`src/rtl/crt_timing_pkg.sv`:
```
package crt_timing_pkg;
  localparam int EV_DE_END      = 0;
  localparam int EV_BLANK_START = 1;
  localparam int EV_SYNC_START  = 2;
  localparam int EV_SYNC_END    = 3;
  localparam int EV_BLANK_END   = 4;
  localparam int EV_TOTAL       = 5;
  localparam int NUM_EV         = 6;

  typedef enum logic [1:0] {
    SEL_BLANK  = 2'd0,
    SEL_VIDEO  = 2'd1,
    SEL_BORDER = 2'd2
  } color_sel_e;
endpackage

```
`src/rtl/crt_param_shadow.sv`:
```
module crt_param_shadow
  import crt_timing_pkg::*;
#(
  parameter int W = 8,
  parameter logic [NUM_EV-1:0][W-1:0] RST_VAL = '0
) (
  input  logic                     clk_i,
  input  logic                     rst_ni,
  input  logic                     load_i,
  input  logic [NUM_EV-1:0][W-1:0] d_i,
  output logic [NUM_EV-1:0][W-1:0] q_o
);
  always_ff @(posedge clk_i or negedge rst_ni) begin
    if (!rst_ni)     q_o <= RST_VAL;
    else if (load_i) q_o <= d_i;
  end
endmodule

```
`src/rtl/crt_scan_counters.sv`:
```
module crt_scan_counters #(
  parameter int CHAR_PX = 8,
  parameter int DOT_W   = 3,
  parameter int H_W     = 8,
  parameter int V_W     = 10
) (
  input  logic             clk_i,
  input  logic             rst_ni,
  input  logic [H_W-1:0]   h_total_i,
  input  logic [V_W-1:0]   v_total_i,
  output logic [DOT_W-1:0] dot_o,
  output logic [H_W-1:0]   char_o,
  output logic [V_W-1:0]   line_o,
  output logic             frame_last_o
);
  localparam logic [DOT_W-1:0] DOT_MAX = DOT_W'(CHAR_PX - 1);

  logic dot_last, char_last, line_last;

  assign dot_last  = (dot_o == DOT_MAX);
  // >= keeps the wrap safe for a total of 0
  assign char_last = ({1'b0, char_o} + 1'b1) >= {1'b0, h_total_i};
  assign line_last = ({1'b0, line_o} + 1'b1) >= {1'b0, v_total_i};
  assign frame_last_o = dot_last & char_last & line_last;

  always_ff @(posedge clk_i or negedge rst_ni) begin
    if (!rst_ni) begin
      dot_o  <= '0;
      char_o <= '0;
      line_o <= '0;
    end else begin
      dot_o <= dot_last ? '0 : dot_o + 1'b1;
      if (dot_last) begin
        if (char_last) begin
          char_o <= '0;
          line_o <= line_last ? '0 : line_o + 1'b1;
        end else begin
          char_o <= char_o + 1'b1;
        end
      end
    end
  end
endmodule

```
`src/rtl/crt_axis_decode.sv`:
```
module crt_axis_decode
  import crt_timing_pkg::*;
#(
  parameter int W = 8
) (
  input  logic [W-1:0]             cnt_i,
  input  logic [NUM_EV-1:0][W-1:0] tim_i,
  output logic                     disp_o,
  output logic                     blank_o,
  output logic                     sync_o
);
  assign disp_o  = cnt_i < tim_i[EV_DE_END];
  assign blank_o = (cnt_i >= tim_i[EV_BLANK_START]) && (cnt_i < tim_i[EV_BLANK_END]);
  assign sync_o  = (cnt_i >= tim_i[EV_SYNC_START]) && (cnt_i < tim_i[EV_SYNC_END]);
endmodule

```
`src/rtl/crt_timing_gen.sv`:
```
module crt_timing_gen
  import crt_timing_pkg::*;
#(
  parameter int CHAR_PX       = 8,
  parameter int H_W           = 8,
  parameter int V_W           = 10,
  parameter int COLOR_W       = 8,
  parameter bit SYNC_ACT_HIGH = 1'b1,
  parameter int H_DE_RST      = 80,
  parameter int H_BS_RST      = 81,
  parameter int H_SS_RST      = 84,
  parameter int H_SE_RST      = 96,
  parameter int H_BE_RST      = 99,
  parameter int H_TOT_RST     = 100,
  parameter int V_DE_RST      = 480,
  parameter int V_BS_RST      = 487,
  parameter int V_SS_RST      = 489,
  parameter int V_SE_RST      = 498,
  parameter int V_BE_RST      = 516,
  parameter int V_TOT_RST     = 525,
  localparam int DOT_W        = (CHAR_PX > 1) ? $clog2(CHAR_PX) : 1
) (
  input  logic               clk_i,
  input  logic               rst_ni,
  input  logic [H_W-1:0]     h_de_end_i,
  input  logic [H_W-1:0]     h_blank_start_i,
  input  logic [H_W-1:0]     h_sync_start_i,
  input  logic [H_W-1:0]     h_sync_end_i,
  input  logic [H_W-1:0]     h_blank_end_i,
  input  logic [H_W-1:0]     h_total_i,
  input  logic [V_W-1:0]     v_de_end_i,
  input  logic [V_W-1:0]     v_blank_start_i,
  input  logic [V_W-1:0]     v_sync_start_i,
  input  logic [V_W-1:0]     v_sync_end_i,
  input  logic [V_W-1:0]     v_blank_end_i,
  input  logic [V_W-1:0]     v_total_i,
  input  logic [COLOR_W-1:0] overscan_i,
  output logic               de_o,
  output logic               blank_o,
  output logic               hsync_o,
  output logic               vsync_o,
  output logic [DOT_W-1:0]   dot_o,
  output logic [H_W-1:0]     char_o,
  output logic [V_W-1:0]     line_o,
  output logic [1:0]         color_sel_o,
  output logic [COLOR_W-1:0] color_o
);
  localparam logic [NUM_EV-1:0][H_W-1:0] H_RST = {
    H_W'(H_TOT_RST), H_W'(H_BE_RST), H_W'(H_SE_RST),
    H_W'(H_SS_RST), H_W'(H_BS_RST), H_W'(H_DE_RST)};
  localparam logic [NUM_EV-1:0][V_W-1:0] V_RST = {
    V_W'(V_TOT_RST), V_W'(V_BE_RST), V_W'(V_SE_RST),
    V_W'(V_SS_RST), V_W'(V_BS_RST), V_W'(V_DE_RST)};

  logic [NUM_EV-1:0][H_W-1:0] h_in, h_act;
  logic [NUM_EV-1:0][V_W-1:0] v_in, v_act;
  logic frame_last;
  logic h_disp, h_blank, h_sync, v_disp, v_blank, v_sync;
  color_sel_e sel;

  assign h_in = {h_total_i, h_blank_end_i, h_sync_end_i,
                 h_sync_start_i, h_blank_start_i, h_de_end_i};
  assign v_in = {v_total_i, v_blank_end_i, v_sync_end_i,
                 v_sync_start_i, v_blank_start_i, v_de_end_i};

  crt_param_shadow #(.W(H_W), .RST_VAL(H_RST)) u_h_shadow (
    .clk_i(clk_i), .rst_ni(rst_ni), .load_i(frame_last), .d_i(h_in), .q_o(h_act));
  crt_param_shadow #(.W(V_W), .RST_VAL(V_RST)) u_v_shadow (
    .clk_i(clk_i), .rst_ni(rst_ni), .load_i(frame_last), .d_i(v_in), .q_o(v_act));

  crt_scan_counters #(.CHAR_PX(CHAR_PX), .DOT_W(DOT_W), .H_W(H_W), .V_W(V_W)) u_cnt (
    .clk_i(clk_i), .rst_ni(rst_ni),
    .h_total_i(h_act[EV_TOTAL]), .v_total_i(v_act[EV_TOTAL]),
    .dot_o(dot_o), .char_o(char_o), .line_o(line_o), .frame_last_o(frame_last));

  crt_axis_decode #(.W(H_W)) u_h_dec (
    .cnt_i(char_o), .tim_i(h_act), .disp_o(h_disp), .blank_o(h_blank), .sync_o(h_sync));
  crt_axis_decode #(.W(V_W)) u_v_dec (
    .cnt_i(line_o), .tim_i(v_act), .disp_o(v_disp), .blank_o(v_blank), .sync_o(v_sync));

  assign de_o    = h_disp & v_disp;
  assign blank_o = h_blank | v_blank;

  always_comb begin
    if (de_o)         sel = SEL_VIDEO;
    else if (blank_o) sel = SEL_BLANK;
    else              sel = SEL_BORDER;
  end
  assign color_sel_o = sel;
  assign color_o     = (sel == SEL_BORDER) ? overscan_i : '0;

  generate
    if (SYNC_ACT_HIGH) begin : g_sync_hi
      assign hsync_o = h_sync;
      assign vsync_o = v_sync;
    end else begin : g_sync_lo
      assign hsync_o = ~h_sync;
      assign vsync_o = ~v_sync;
    end
  endgenerate
endmodule

```
`config.mk`:
```
export PLATFORM = sky130hd
export DESIGN_NAME = crt_timing_gen
export DESIGN_NICKNAME = d
export VERILOG_FILES = /design/src/rtl/crt_timing_pkg.sv /design/src/rtl/crt_param_shadow.sv /design/src/rtl/crt_scan_counters.sv /design/src/rtl/crt_axis_decode.sv /design/src/rtl/crt_timing_gen.sv
export SDC_FILE = /design/constraint.sdc
export NUM_CORES = 1
export LEC_CHECK = 0
export BUFFER_PORTS_ARGS = -buffer_cell sky130_fd_sc_hd__clkbuf_2
export CORE_ASPECT_RATIO = 1.4
export CORE_MARGIN = 4
export CORE_UTILIZATION = 62
export CTS_BUF_LIST = sky130_fd_sc_hd__clkbuf_4
export CTS_CLUSTER_SIZE = 40
export DETAILED_ROUTE_END_ITERATION = 10
export PLACE_DENSITY = 0.95
export SLEW_MARGIN = 25
export SYNTH_ARGS = -nofsm -noshare
export SYNTH_HDL_FRONTEND = slang
export SYNTH_SLANG_ARGS = --single-unit
```
`constraint.sdc`:
```
create_clock -name clk_i -period 9.5 [get_ports clk_i]
set_clock_uncertainty 0.05 [all_clocks]
set_input_delay 0.475 -clock clk_i [delete_from_list [all_inputs] [get_ports clk_i]]
set_output_delay 0.475 -clock clk_i [all_outputs]
set_load 0.005 [all_outputs]
```
==> out/results.txt <==
Outcome = complete, no violations
Slew @ Worst Pin = 0.866 ns
DRC viols = 0
Fin. max-slew vios = 0
CP peak stage delay = 0.65 ns
Resized cells post-CTS = 0
Yosys top cell by area = dfrtp_1
CTS tree = yes
Overall die width = 103 um
# setup viols final = 0
GRT Total Usage = 25.8%
Crit-path slowest cell = buf_6
Combinational power share = 11.1%
TritonCTS buffer count = 17
Power Total = 1.10 mW
Yosys top cell area share = 26.6%
Cell area after layout = 8980 sq um
Kind of cell adding the most delay to the critical path = simple AND/OR/NAND/NOR gates
Syn_nets = 916
Pre-CTS setup slack = 5.08 ns
Max-Cap Viols = 0
Critical Path Fanout Max = 89
Via/cell ratio = 5.69
Fmax = 222 MHz
CP Launch Type = register
Synth Cell Area = 7820 sq um
DR iter-0 viols = 159
Post-synthesis cell type count = 58
Placed cells = 979
Multiplexer area fraction after synthesis = 16.8%
CP Buf/Inv Count = 1
Final period util = 47.3%
Level count of the clock H-tree = 4
Core Area = 12,400 sq um
Clock sinks = 129
Final hold violations = 0
Sw Share = 25.0%
CTS max path bufs = 2
Cell Area, Placed = 8690 sq um
Worst Setup End Kind = register
Sum of negative setup slack = 0 ns
Dpl hpwl = 13,700 um
Hold_sp = h_blank_start_i[1]
Unrepaired setup endpoints after global routing = no
CP Cell Sequence = ha_1 > and3_1 > nand3_2 > or2_2 > xnor2_1 > ha_1 > a21o_1 > a21oi_1 > o21ai_1 > a41o_1 > nand3_4 > buf_6 > mux2_2
Layout area overhead = 14.8%
Port Buffers = 152
Synth Flop Type = dfrtp_1
Leak = 4.94 nW
Skew-Pair Late Insertion Delay = 0.54 ns
1st-pass router iterations = 4
Adder-cell area share of the yosys netlist = 17.0%
Yosys warnings = 0
Antenna Cells = 0
Row count = 48
Crit path time final = 4.50 ns
Simple logic cell fraction of the synthesized area = 6.64%
Top post-synthesis cells by count = 106 x ha_1, 103 x inv_1, 89 x mux2_2
Worst EP required = 9.87 ns
Wirelength per Cell = 17.7 um
DIE AREA = 14,500 sq um
Synth Area in XOR/XNOR = 1.34%
Pwr/cell area = 123 nW/um^2
Antenna violations before repair = 0
Crit. Startpoint = u_cnt.line_o[1]
Synth top area cells = dfrtp_1 27%, ha_1 17%, dfstp_2 15%
Placer Congestion = 0.802
Max transition margin = 42.3%
EDFF count, synth = 0
Share of layout cells above drive strength 1 = 39.9%
Worst vdd ir = 78.5 uV
Via count = 5,757
Setup ws final = 5.00 ns
Congestion Overflow GR = 0
CTS root buffer = clkbuf_4
WL final = 17,900 um
Largest family of logic cells by synthesized area = adder cells
Syn Area/Cell = 11.3 sq um
I/O pins = 153
Fillers = 875
Starting density of the core = 63.2%
Mapped Cells = 692
WP data arrival = 4.87 ns
Synth Area in Compound Gates = 10.0%
Synth async-reset ratio = 100%
Final net count = 1,073
Routed Antenna Nets = 0
CP Class = reg -> reg
CP dominant cell by count = ha_1
Yosys reg bits = 129
P_sw = 0.275 mW
Hold Crit Class = in -> reg
Flop pwr share = 54.6%
First-pass GRT wire length = 29,000 um
Overall die height = 141 um
Most instantiated library cell after synthesis = ha_1
Cell Count, Final, Fillers Out = 1,012
P_int = 0.826 mW
Largest net degree at the start of global routing = 90
Seq/Total Area, Yosys = 42.0%
Clock-pin slew on the worst setup and hold paths = 0.12 ns
Worst r2r src = u_cnt.line_o[1]
Vias in the first global route = 6,246
Clk pwr share = 34.3%
## timing repair
action                    in CTS  in global routing
hold endpoints to repair      30                  0
buffers inserted               0                  0
hold buffers                   1                  0
## routing by layer
layer / vias up / share of wire (%) / GRT usage [%]
met5: - / 0 / 0
met4: 0 / 2.6 / 8.59
met3: 42 / 6.8 / 5.89
met2: 188 / 54 / 47.0
met1: 2789 / 37 / 28.8
li1: 2738 / - / -
## power by group through the flow
| stage | registers, mW | logic (mW) | clock network, mW |
|---|---|---|---|
| floorplan | 0.604 | 0.0673 | 0 |
| global placement | 0.609 | 0.114 | 0 |
| detailed placement | 0.611 | 0.122 | 0 |
| CTS | 0.601 | 0.124 | 0.387 |
| global route | 0.604 | 0.141 | 0.413 |
| finish | 0.601 | 0.122 | 0.378 |
## cells in the final DEF, fill, tap and decap left out, types with 9 or more instances in the layout
cell	n
clkbuf_2	151
mux2_2	89
clkbuf_4	18
a21o_1	17
mux2_4	20
a21oi_1	18
o21ai_0	22
nand3_1	10
xnor2_1	9
inv_1	103
nor2_1	29
dfstp_2	46
nand2_1	30
ha_1	106
dfrtp_1	83
## cells by family (layout without fill, tap and decap cells)
group                    Yosys count  in the layout
XOR/XNOR                          12             12
adder cells (fa/ha/maj)          106            106
AO/OA/AOI/OAI                    110            110
buffers and inverters            120            290
multiplexers                     110            110
flip-flops                       129            129
AND/OR/NAND/NOR                  105            105
## path summary, 6_finish.rpt
| path | end | slack, ns | cells past startpoint |
|---|---|---|---|
| worst min register to register | u_cnt.dot_o[0] | 0.43 | 1 |
| worst max-delay path | u_v_shadow.q_o[22] | 5.00 | 13 |
| min in group asynchronous | u_h_shadow.q_o[41] | 0.45 | 2 |
| worst max register to register | u_v_shadow.q_o[22] | 5.00 | 13 |
| max in group asynchronous | u_v_shadow.q_o[24] | 7.84 | 3 |
| worst min-delay path | u_h_shadow.q_o[9] | 0.10 | 2 |
## state kept, by name, indices dropped and copies added (netlist names)
| name | count |
|---|---|
| u_h_shadow.q_o | 48 |
| u_v_shadow.q_o | 60 |
| u_cnt.dot_o | 3 |
| u_cnt.char_o | 8 |
| u_cnt.line_o | 10 |
## final cells by class
| class | count | area, sq um | area share, % |
|---|---|---|---|
| clock buffers | 18 | 135 | 1.50 |
| clock inverters | 14 | 146 | 1.63 |
| inverters | 103 | 387 | 4.30 |
| multi-input cells | 443 | 4050 | 45.0 |
| flip-flops and latches | 129 | 3290 | 36.6 |
| well taps | 150 | 188 | 2.09 |
| repair buffers | 155 | 796 | 8.86 |
## worst register-to-register path: cells and delay by family (launching register included)
kind                     cells  cell delay, ns
AND/OR/NAND/NOR              4            1.13
AO/OA/AOI/OAI                4            0.71
buffers and inverters        1            0.65
adder cells (fa/ha/maj)      2            0.62
flip-flops                   1            0.58
multiplexers                 1            0.54
XOR/XNOR                     1            0.13
## stage by stage
stage                     hold slack (ns)  utilization [%]
after global placement              0.409             70.2
after CTS                          0.0699             72.6
after floorplan                     0.129                -
after detailed placement            0.422             70.2
final                               0.104             72.6
after global routing               0.0713             72.6
(Power assumes the default switching activity.)
